### src/rtl/ival_pkg.sv
package ival_pkg;

   typedef enum logic [2:0] {
      OP_ADD  = 3'd0,
      OP_SUB  = 3'd1,
      OP_MUL  = 3'd2,
      OP_HULL = 3'd3,
      OP_MEET = 3'd4,
      OP_MAC  = 3'd5,
      OP_MCLR = 3'd6,
      OP_SHR  = 3'd7
   } ival_op_e;

endpackage

### src/rtl/ival_cross_prod.sv
module ival_cross_prod #(
   parameter int W = 16,
   localparam int PW = 2 * W
) (
   input  logic signed [W-1:0]  a_lo,
   input  logic signed [W-1:0]  a_hi,
   input  logic signed [W-1:0]  b_lo,
   input  logic signed [W-1:0]  b_hi,
   output logic signed [PW-1:0] prod [4]
);

   logic signed [PW-1:0] aw [2];
   logic signed [PW-1:0] bw [2];

   assign aw[0] = {{W{a_lo[W-1]}}, a_lo};
   assign aw[1] = {{W{a_hi[W-1]}}, a_hi};
   assign bw[0] = {{W{b_lo[W-1]}}, b_lo};
   assign bw[1] = {{W{b_hi[W-1]}}, b_hi};

   // index k: bit 1 picks the a bound, bit 0 the b bound
   for (genvar k = 0; k < 4; k++) begin : g_xp
      assign prod[k] = aw[k / 2] * bw[k % 2];
   end

endmodule

### src/rtl/ival_bound_lane.sv
module ival_bound_lane import ival_pkg::*; #(
   parameter int W     = 16,
   parameter int FRAC  = 15,
   parameter int ACCW  = 40,
   parameter bit UPPER = 1'b0,
   localparam int SW   = $clog2(W),
   localparam int PW   = 2 * W
) (
   input  logic                   clk,
   input  logic                   rst,
   input  logic                   v_in,
   input  ival_op_e               op,
   input  logic signed [W-1:0]    own_a,
   input  logic signed [W-1:0]    own_b,
   input  logic signed [W-1:0]    cross_b,
   input  logic [SW-1:0]          sh,
   input  logic signed [PW-1:0]   prod [4],
   output logic signed [ACCW-1:0] wide_q,
   output logic signed [W-1:0]    res_q
);

   if (ACCW < PW + 1) begin : g_bad_accw
      $error("ival_bound_lane: ACCW must exceed the product width");
   end
   if (FRAC >= W || FRAC + W + 1 > ACCW) begin : g_bad_frac
      $error("ival_bound_lane: FRAC out of range");
   end

   localparam logic signed [ACCW-1:0] ACC_MAX = {1'b0, {(ACCW-1){1'b1}}};
   localparam logic signed [ACCW-1:0] ACC_MIN = {1'b1, {(ACCW-1){1'b0}}};
   localparam logic signed [W-1:0]    OUT_MAX = {1'b0, {(W-1){1'b1}}};
   localparam logic signed [W-1:0]    OUT_MIN = {1'b1, {(W-1){1'b0}}};

   function automatic logic signed [ACCW-1:0] grow_b(input logic signed [W:0] v);
      return {{(ACCW-W-1){v[W]}}, v};
   endfunction

   logic signed [ACCW-1:0] prod_w [4];
   logic signed [ACCW-1:0] sel;
   logic signed [W-1:0]    hull_v;
   logic signed [W-1:0]    meet_v;

   for (genvar k = 0; k < 4; k++) begin : g_pw
      assign prod_w[k] = {{(ACCW-PW){prod[k][PW-1]}}, prod[k]};
   end

   // variant: upper lane keeps the largest values, lower lane the smallest
   if (UPPER) begin : g_up
      always_comb begin
         sel = prod_w[0];
         for (int k = 1; k < 4; k++) begin
            if (prod_w[k] > sel) sel = prod_w[k];
         end
         hull_v = (own_a > own_b) ? own_a : own_b;
         meet_v = (own_a < own_b) ? own_a : own_b;
      end
   end else begin : g_dn
      always_comb begin
         sel = prod_w[0];
         for (int k = 1; k < 4; k++) begin
            if (prod_w[k] < sel) sel = prod_w[k];
         end
         hull_v = (own_a < own_b) ? own_a : own_b;
         meet_v = (own_a > own_b) ? own_a : own_b;
      end
   end

   logic signed [ACCW-1:0] acc_q;
   logic signed [ACCW:0]   acc_sum;
   logic signed [ACCW-1:0] acc_nx;
   logic signed [W:0]      sum_v;
   logic signed [W:0]      dif_v;
   logic signed [W-1:0]    shr_v;
   logic signed [ACCW-1:0] wide_d;

   always_comb begin
      acc_sum = {acc_q[ACCW-1], acc_q} + {sel[ACCW-1], sel};
      if (acc_sum[ACCW] != acc_sum[ACCW-1]) begin
         acc_nx = acc_sum[ACCW] ? ACC_MIN : ACC_MAX;
      end else begin
         acc_nx = acc_sum[ACCW-1:0];
      end
      sum_v = {own_a[W-1], own_a} + {own_b[W-1], own_b};
      dif_v = {own_a[W-1], own_a} - {cross_b[W-1], cross_b};
      shr_v = own_a >>> sh;
      case (op)
         OP_ADD:  wide_d = grow_b(sum_v) <<< FRAC;
         OP_SUB:  wide_d = grow_b(dif_v) <<< FRAC;
         OP_MUL:  wide_d = sel;
         OP_HULL: wide_d = grow_b({hull_v[W-1], hull_v}) <<< FRAC;
         OP_MEET: wide_d = grow_b({meet_v[W-1], meet_v}) <<< FRAC;
         OP_MAC:  wide_d = acc_nx;
         OP_MCLR: wide_d = '0;
         OP_SHR:  wide_d = grow_b({shr_v[W-1], shr_v}) <<< FRAC;
         default: wide_d = '0;
      endcase
   end

   // final stage: back to output scale with clamping
   logic signed [ACCW-1:0] shf;
   logic [ACCW-W:0]        top_bits;
   logic signed [W-1:0]    res_d;

   always_comb begin
      shf      = wide_q >>> FRAC;
      top_bits = shf[ACCW-1:W-1];
      if ((&top_bits) || !(|top_bits)) begin
         res_d = shf[W-1:0];
      end else begin
         res_d = shf[ACCW-1] ? OUT_MIN : OUT_MAX;
      end
   end

   always_ff @(posedge clk) begin
      if (rst) begin
         acc_q  <= '0;
         wide_q <= '0;
         res_q  <= '0;
      end else begin
         wide_q <= wide_d;
         res_q  <= res_d;
         if (v_in && op == OP_MAC) begin
            acc_q <= acc_nx;
         end else if (v_in && op == OP_MCLR) begin
            acc_q <= '0;
         end
      end
   end

   // accumulator holds unless an accumulate or clear is issued
   assert_acc_hold_R11: assert property (@(posedge clk) disable iff (rst)
      !(v_in && (op == OP_MAC || op == OP_MCLR)) |=> $stable(acc_q));

   // clear zeroes the accumulator and the returned bound
   assert_clear_zero_R8: assert property (@(posedge clk) disable iff (rst)
      (v_in && op == OP_MCLR) |=> (acc_q == '0 && wide_q == '0));

   // the selected product bounds all four cross products
   if (UPPER) begin : g_chk_up
      assert_pick_max_R4: assert property (@(posedge clk) disable iff (rst)
         (v_in && op == OP_MUL) |=>
            (wide_q >= $past(prod_w[0]) && wide_q >= $past(prod_w[1]) &&
             wide_q >= $past(prod_w[2]) && wide_q >= $past(prod_w[3])));
   end else begin : g_chk_dn
      assert_pick_min_R4: assert property (@(posedge clk) disable iff (rst)
         (v_in && op == OP_MUL) |=>
            (wide_q <= $past(prod_w[0]) && wide_q <= $past(prod_w[1]) &&
             wide_q <= $past(prod_w[2]) && wide_q <= $past(prod_w[3])));
   end

endmodule

### src/rtl/ival_alu.sv
module ival_alu import ival_pkg::*; #(
   parameter int W    = 16,
   parameter int FRAC = 15,
   parameter int ACCW = 40,
   localparam int SW  = $clog2(W),
   localparam int PW  = 2 * W
) (
   input  logic                clk,
   input  logic                rst,
   input  logic                in_valid,
   input  logic [2:0]          in_op,
   input  logic signed [W-1:0] in_a_lo,
   input  logic signed [W-1:0] in_a_hi,
   input  logic signed [W-1:0] in_b_lo,
   input  logic signed [W-1:0] in_b_hi,
   input  logic [SW-1:0]       in_shamt,
   output logic                out_valid,
   output logic signed [W-1:0] out_lo,
   output logic signed [W-1:0] out_hi,
   output logic                out_empty
);

   if (W < 2 || (1 << SW) != W) begin : g_bad_w
      $error("ival_alu: W must be a power of two of at least 2");
   end

   logic signed [PW-1:0] prod_c [4];

   ival_cross_prod #(.W(W)) u_xp (
      .a_lo (in_a_lo),
      .a_hi (in_a_hi),
      .b_lo (in_b_lo),
      .b_hi (in_b_hi),
      .prod (prod_c)
   );

   // stage A: operands and cross products
   logic                 va;
   ival_op_e             op_a;
   logic signed [W-1:0]  alo_a, ahi_a, blo_a, bhi_a;
   logic [SW-1:0]        sh_a;
   logic signed [PW-1:0] prod_a [4];

   always_ff @(posedge clk) begin
      if (rst) begin
         va    <= 1'b0;
         op_a  <= OP_ADD;
         alo_a <= '0;
         ahi_a <= '0;
         blo_a <= '0;
         bhi_a <= '0;
         sh_a  <= '0;
         for (int k = 0; k < 4; k++) prod_a[k] <= '0;
      end else begin
         va    <= in_valid;
         op_a  <= ival_op_e'(in_op);
         alo_a <= in_a_lo;
         ahi_a <= in_a_hi;
         blo_a <= in_b_lo;
         bhi_a <= in_b_hi;
         sh_a  <= in_shamt;
         for (int k = 0; k < 4; k++) prod_a[k] <= prod_c[k];
      end
   end

   logic signed [ACCW-1:0] lo_wide, hi_wide;
   logic signed [W-1:0]    lo_res, hi_res;

   ival_bound_lane #(.W(W), .FRAC(FRAC), .ACCW(ACCW), .UPPER(1'b0)) u_lo (
      .clk     (clk),
      .rst     (rst),
      .v_in    (va),
      .op      (op_a),
      .own_a   (alo_a),
      .own_b   (blo_a),
      .cross_b (bhi_a),
      .sh      (sh_a),
      .prod    (prod_a),
      .wide_q  (lo_wide),
      .res_q   (lo_res)
   );

   ival_bound_lane #(.W(W), .FRAC(FRAC), .ACCW(ACCW), .UPPER(1'b1)) u_hi (
      .clk     (clk),
      .rst     (rst),
      .v_in    (va),
      .op      (op_a),
      .own_a   (ahi_a),
      .own_b   (bhi_a),
      .cross_b (blo_a),
      .sh      (sh_a),
      .prod    (prod_a),
      .wide_q  (hi_wide),
      .res_q   (hi_res)
   );

   // stages B and C: control alongside the lanes
   logic vb, meet_b, vc, empty_c;

   always_ff @(posedge clk) begin
      if (rst) begin
         vb      <= 1'b0;
         meet_b  <= 1'b0;
         vc      <= 1'b0;
         empty_c <= 1'b0;
      end else begin
         vb      <= va;
         meet_b  <= va && (op_a == OP_MEET);
         vc      <= vb;
         empty_c <= vb && meet_b && (lo_wide > hi_wide);
      end
   end

   assign out_valid = vc;
   assign out_empty = empty_c;
   assign out_lo    = lo_res;
   assign out_hi    = hi_res;

   // every result strobe traces back to an issue three cycles earlier
   assert_latency_R1: assert property (@(posedge clk) disable iff (rst)
      $rose(out_valid) |-> $past(in_valid, 3));

   // an empty result is valid and has crossed bounds
   assert_empty_order_R6: assert property (@(posedge clk) disable iff (rst)
      out_empty |-> (out_valid && out_lo > out_hi));

endmodule

### config.mk
export PLATFORM = sky130hd
export DESIGN_NAME = ival_alu
export DESIGN_NICKNAME = d
export VERILOG_FILES = /design/src/rtl/ival_pkg.sv /design/src/rtl/ival_cross_prod.sv /design/src/rtl/ival_bound_lane.sv /design/src/rtl/ival_alu.sv
export SDC_FILE = /design/constraint.sdc
export NUM_CORES = 2
export LEC_CHECK = 0
export BUFFER_PORTS_ARGS = -buffer_cell sky130_fd_sc_hd__buf_2
export CAP_MARGIN = 20
export CORE_MARGIN = 2
export CORE_UTILIZATION = 50
export DETAILED_ROUTE_END_ITERATION = 7
export PLACE_DENSITY = 0.76
export SYNTH_ARGS = -nofsm -noshare
export SYNTH_HDL_FRONTEND = slang
export SYNTH_SLANG_ARGS = --single-unit
### constraint.sdc
create_clock -name clk -period 18.8 [get_ports clk]
set_input_delay 0.94 -clock clk [delete_from_list [all_inputs] [get_ports clk]]
set_output_delay 0.94 -clock clk [all_outputs]
set_load 0.005 [all_outputs]
# Word-level counts from Yosys, hierarchy flattened
# Cells that the tools add are included.
# W data, S select, Z words.
# op_classes
muxes	23
n_mul	4
n_eq_ne	9
n_addsub	6
reduce_logical	15
magnitude_cmp	11
shift	2
# op_table
cell	n
$pmux W40 S8	2
$mux W40	13
$mul A16 B16 Y32	4
$mux W16	8
$add A40 B40 Y41	2
$gt A32 B40 Y1	2
$lt A32 B40 Y1	2
$gt A40 B40 Y1	1
$add A16 B16 Y17	2
$sub A16 B16 Y17	2
$gt A16 B16 Y1	2
$gt A32 B32 Y1	1
$lt A16 B16 Y1	2
$lt A32 B32 Y1	1
$sshr A16 B4 Y16	2
$reduce_and A10 Y1	2
$reduce_or A10 Y1	2
$eq A3 B3 Y1 const B	4
$eq A3 B2 Y1 const B	2
$logic_and A1 B1 Y1	5
$eq A3 B1 Y1 const B	1
$logic_not A3 Y1	1
$logic_not A1 Y1	2
$logic_or A1 B1 Y1	2
other kinds (2)	3
# word_totals
output_inout_bits	34
ff_bits	396
word_cells	91
input_bits	74

# Logic depth before layout (Yosys ltp)
# depth
ltp_word	10
ltp_mapped	51
mapped_depth_nobuf	45

# By module
# A second synthesis with hierarchy kept.
# hier_totals
cells_unflattened	8231
area_unflattened_um2	70694.1
# modules_own_cells
mod	area_each_um2	cells_per_inst	n_inst
ival_cross_prod	39236.4	4355	1
ival_bound_lane (u_hi)	12653.4	1698	1
ival_bound_lane (u_lo)	12330.6	1605	1
ival_alu	6473.7	573	1

# Worst setup path after synthesis
# No wires, ideal clock.
# synth_path
kind	flip-flop to flip-flop
from	register prod_a[103] in the netlist's numbering
to	register u_hi.wide_q[18]
path_slack_ns	8.697
path_stages_with_launch	45
setup_time_ns	0.132
required_ns	18.668
t_arrival_ns	9.972
cell_sequence	dfxtp_1 > inv_1 > ha_1 > a21oi_1 > nand3_1 > a221oi_1 > a31oi_4 > o32ai_4 > buf_2 > buf_2 > mux2i_1 > ha_1 > a2111oi_0 > o21ai_0 > o221ai_1 > nor3b_1 > mux2_2 > a21o_1 > [... 9 more ...] > nand4b_1 > a22oi_1 > clkbuf_1 > mux2_2 > ha_1 > a21oi_1 > nor2b_1 > nor3_1 > a211o_1 > o22ai_2 > a22oi_2 > a2111oi_2 > nor4_1 > or3_1 > buf_2 > maj3_2 > a221oi_1 > nor3_1
# synth_between
elab_chain_cells	10
word_cells_on_any_way	11
classes_between	add/sub (1); order compare (3); eq/ne (1); mux (6)
# synth_rtl
item	line_no	rtl
start: declaration	ival_alu.sv:42	logic signed [PW-1:0] prod_a [4];
$gt A32 B32 Y1	ival_bound_lane.sv:52	if (prod_w[k] > sel) sel = prod_w[k];
$mux W40 *	ival_bound_lane.sv:52	
$gt A32 B40 Y1	ival_bound_lane.sv:52	
$mux W40 *	ival_bound_lane.sv:52	
$gt A32 B40 Y1	ival_bound_lane.sv:52	
$mux W40 *	ival_bound_lane.sv:52	
$add A40 B40 Y41	ival_bound_lane.sv:77	acc_sum = {acc_q[ACCW-1], acc_q} + {sel[ACCW-1], sel};
$mux W40 / $ne A1 B1 Y1 (equally long branches)	ival_bound_lane.sv:79, ival_bound_lane.sv:78	
$mux W40	ival_bound_lane.sv:78	if (acc_sum[ACCW] != acc_sum[ACCW-1]) begin
$pmux W40 S8 *	ival_bound_lane.sv:86	case (op)
end signal: assignment	ival_bound_lane.sv:120	wide_q <= wide_d;
end: declaration	ival_bound_lane.sv:18	output logic signed [ACCW-1:0] wide_q,
# Mark *: on every way between the ends. The rest lies on a longest branch, timed or not.
# A chain may end at the register's enable or synchronous reset.

# Worst setup path in the final report
# layout_path
from	register prod_a[103] in the netlist's numbering
to	register u_lo.wide_q[29]
# layout_between
elab_chain_cells	10
word_cells_on_any_way	11
classes_between	add/sub (1); order compare (3); eq/ne (1); mux (6)
# layout_rtl
item	line_no	rtl
$lt A32 B32 Y1	ival_bound_lane.sv:61	if (prod_w[k] < sel) sel = prod_w[k];
$mux W40 *	ival_bound_lane.sv:61	
$lt A32 B40 Y1	ival_bound_lane.sv:61	
$mux W40 *	ival_bound_lane.sv:61	
$lt A32 B40 Y1	ival_bound_lane.sv:61	
$mux W40 *	ival_bound_lane.sv:61	
$add A40 B40 Y41	ival_bound_lane.sv:77	
$mux W40 / $ne A1 B1 Y1 (equally long branches)	ival_bound_lane.sv:79, ival_bound_lane.sv:78	
$mux W40	ival_bound_lane.sv:78	
$pmux W40 S8 *	ival_bound_lane.sv:86	
end signal: assignment	ival_bound_lane.sv:120	
end: declaration	ival_bound_lane.sv:18	
# Marks and branches as above.

==> results.yml <==
placed_design:
  dpl-instance-area_um2: 69800
  place_inst: 9439
  place.port_buffers: 107
  place.gp.congestion: 1.02
  dp_hpwl_um: 170000
logic_synthesis:
  synth.top_cell.area_share_pct: 31.2
  yosys-mux-area-fraction_pct: 3.26
  syn_nets: 9646
  postSynthCellCount: 7816
  synth_simple_gate_area_share_pct: 15.7
  postSynthRegisterBits: 396
  syn_area_per_cell_um2: 8.66
  synth_top_family_by_area: "adder cells"
  synth_warnings: 0
  synth_flop_cell: "dfxtp_1"
  synth_most_common_cell: "inv_1"
  synth.distinct_cells: 91
  yosys.area_share.xor_xnor_pct: 3.20
  synth_area_leaders: "fa_1 (31%), ha_1 (13%), dfxtp_1 (12%)"
  synth_edf_count: 0
  async_reset_ff_share_pct: 0
  post_synth_fa_ha_maj_area_fraction_pct: 44.3
  netlist_top_cells_count: "inv_1 (1334), fa_1 (1054), nand2_1 (824)"
  synth-compound-area-share_pct: 12.5
  synth_area_leader_cell: "fa_1"
  synth_seq_area_share_pct: 11.7
  synthesis.area_um2: 67700
routing:
  drt_iter0_drc: 4796
  wl_per_cell_um: 22.8
  via_per_inst: 5.86
  dr.pass1.iters: 7
  vias: 55800
  ant_nets: 0
  route.detailed.drc: 0
  wirelength_um: 217000
finish:
  final_core_util_pct: 53.0
  fin_nets: 9537
  fill_cells: 12300
  final-instance-count-excl-fill: 9527
  fin_area_um2: 71500
  area_delta_synth_final_pct: 5.61
  drive_above_1_share_pct: 5.10
timing:
  final.setup_skew_ns: 0.0488
  worst_pin_slew_ns: 1.16
  setup_viol: 0
  rsz0062_at_grt: "no"
  slew_headroom_pct: 22.5
  tns_ns: 0
  max_freq_mhz: 76.3
  hold_viol: 0
  fin_crit_sh_pct: 69.7
  period_needed_ns: 13.11
  drv_slew: 0
die:
  initial_core_util_pct: 50.2
  core_area_um2: 135000
  die-area_um2: 138000
  die_w_um: 372
  fp-row-count: 135
  die_y_um: 372
  io_pins: 108
global_route:
  grt_pass1_wl_um: 334000
  grt_max_degree: 103
  grt_pass1_vias: 57600
  overflow: 0
  antenna_found_initial: 23
  grt_use_total_pct: 31.7
critical_path:
  worst-path-buf-inv: 6
  required_ns: 19.28
  cp_max_fo: 43
  crit_cells: 47
  criticalPathCategory: "flip-flop to flip-flop"
  rr_worst_depth: 47
  crit_family: "compound AO/OA/AOI/OAI gates"
  crit_path_end_kind: "flip-flop"
  arrival_ns: 13.58
  max_stage_delay_ns: 0.77
  slowest_stage: "mux2i_1"
  critPathLaunchType: "flip-flop"
clock_network:
  clock_path_buffers: 3
  clk_latency_ns: 0.64
  clock-sinks: 396
  ctsRootBufferMaster: "clkbuf_16"
  hold_buffers: 0
  cts_buffers: 46
  cts_tree: "built"
  post_cts_buffers: 0
  cts_resized: 0
  htree_levels: 2
  path_clk_slew_ns: 0.06
min_path:
  hold_class: "flip-flop to flip-flop"
  hold_depth: 2
job:
  cap_violations: 0
status:
  status: "complete, no violations"
## layout make-up
cell class                      count  area, um2  share of cell area, %
Inverter                         1336       5010                   7.01
Multi-Input combinational cell   5732      53500                   74.8
Clock inverter                     27        384                  0.537
Antenna cell                        3       7.51                 0.0105
Tap cell                         1781       2230                   3.12
Sequential cell                   396       7930                   11.1
Timing Repair Buffer              195       1210                   1.70
Clock buffer                       57       1260                   1.77
## metal layers
| layer | track usage (%) | vias to the layer above | routed length (um) |
|---|---|---|---|
| met5 | 0 | - | 139 |
| met4 | 16.3 | 22 | 13200 |
| met3 | 6.49 | 660 | 20800 |
| met2 | 50.1 | 2656 | 97000 |
| met1 | 41.1 | 27600 | 86300 |
| li1 | - | 24900 | - |
## cells by family after synthesis
family,Yosys count
flip-flops,396
AO/OA/AOI/OAI,1307
buffers and inverters,1688
multiplexers,202
adder cells (fa/ha/maj),1766
XOR/XNOR,247
AND/OR/NAND/NOR,2210
## flip-flops by register name, indices dropped and copies added, names as in the netlist, 40 cells and up
name / count
prod_a: 128
u_hi.acc_q: 40
u_hi.wide_q: 40
u_lo.acc_q: 40
u_lo.wide_q: 40
## cell usage in the layout (no fill, tap or decap), types with 52 or more instances in the layout
| cell type | instances |
|---|---|
| nor2_1 | 414 |
| xor2_1 | 84 |
| mux2i_1 | 139 |
| a21o_1 | 124 |
| nand2b_1 | 128 |
| ha_1 | 702 |
| nand3_1 | 70 |
| nor2b_1 | 128 |
| nand2_1 | 824 |
| inv_1 | 1334 |
| xnor2_1 | 163 |
| buf_4 | 86 |
| and2_1 | 400 |
| nand4_1 | 64 |
| a21oi_1 | 383 |
| o21ai_0 | 301 |
| buf_2 | 106 |
| fa_1 | 1054 |
| a211oi_1 | 61 |
| mux2_2 | 52 |
| nor3_1 | 67 |
| dfxtp_1 | 396 |
## worst reg2reg max path, delay by kind of cell, from the launching register on
family | cells | cell delay (ns)
compound gates | 25 | 6.18
fa+ha+maj | 4 | 1.26
buf+inv | 6 | 1.80
flops | 1 | 0.35
mux | 3 | 1.54
simple gates | 9 | 1.81
## stage by stage
stage          setup WS, ns  hold WS [ns]
2_1_floorplan          8.70         0.405
3_3_place_gp           5.86         0.437
3_5_place_dp           5.86         0.439
4_1_cts                5.77         0.451
5_1_grt                4.65         0.472
6_report               5.69         0.455
## path summary, 6_finish.rpt
check               endpoint  slack [ns]            from
max          u_lo.wide_q[29]        5.69     prod_a[103]
min           u_hi.acc_q[28]        0.46  u_hi.acc_q[28]
max reg2reg  u_lo.wide_q[29]        5.69     prod_a[103]
min reg2reg   u_hi.acc_q[28]        0.46  u_hi.acc_q[28]
Power is left out: the tool's default activity adds up to more than one toggle a clock period on the data nets, which glitch-free logic cannot reach.
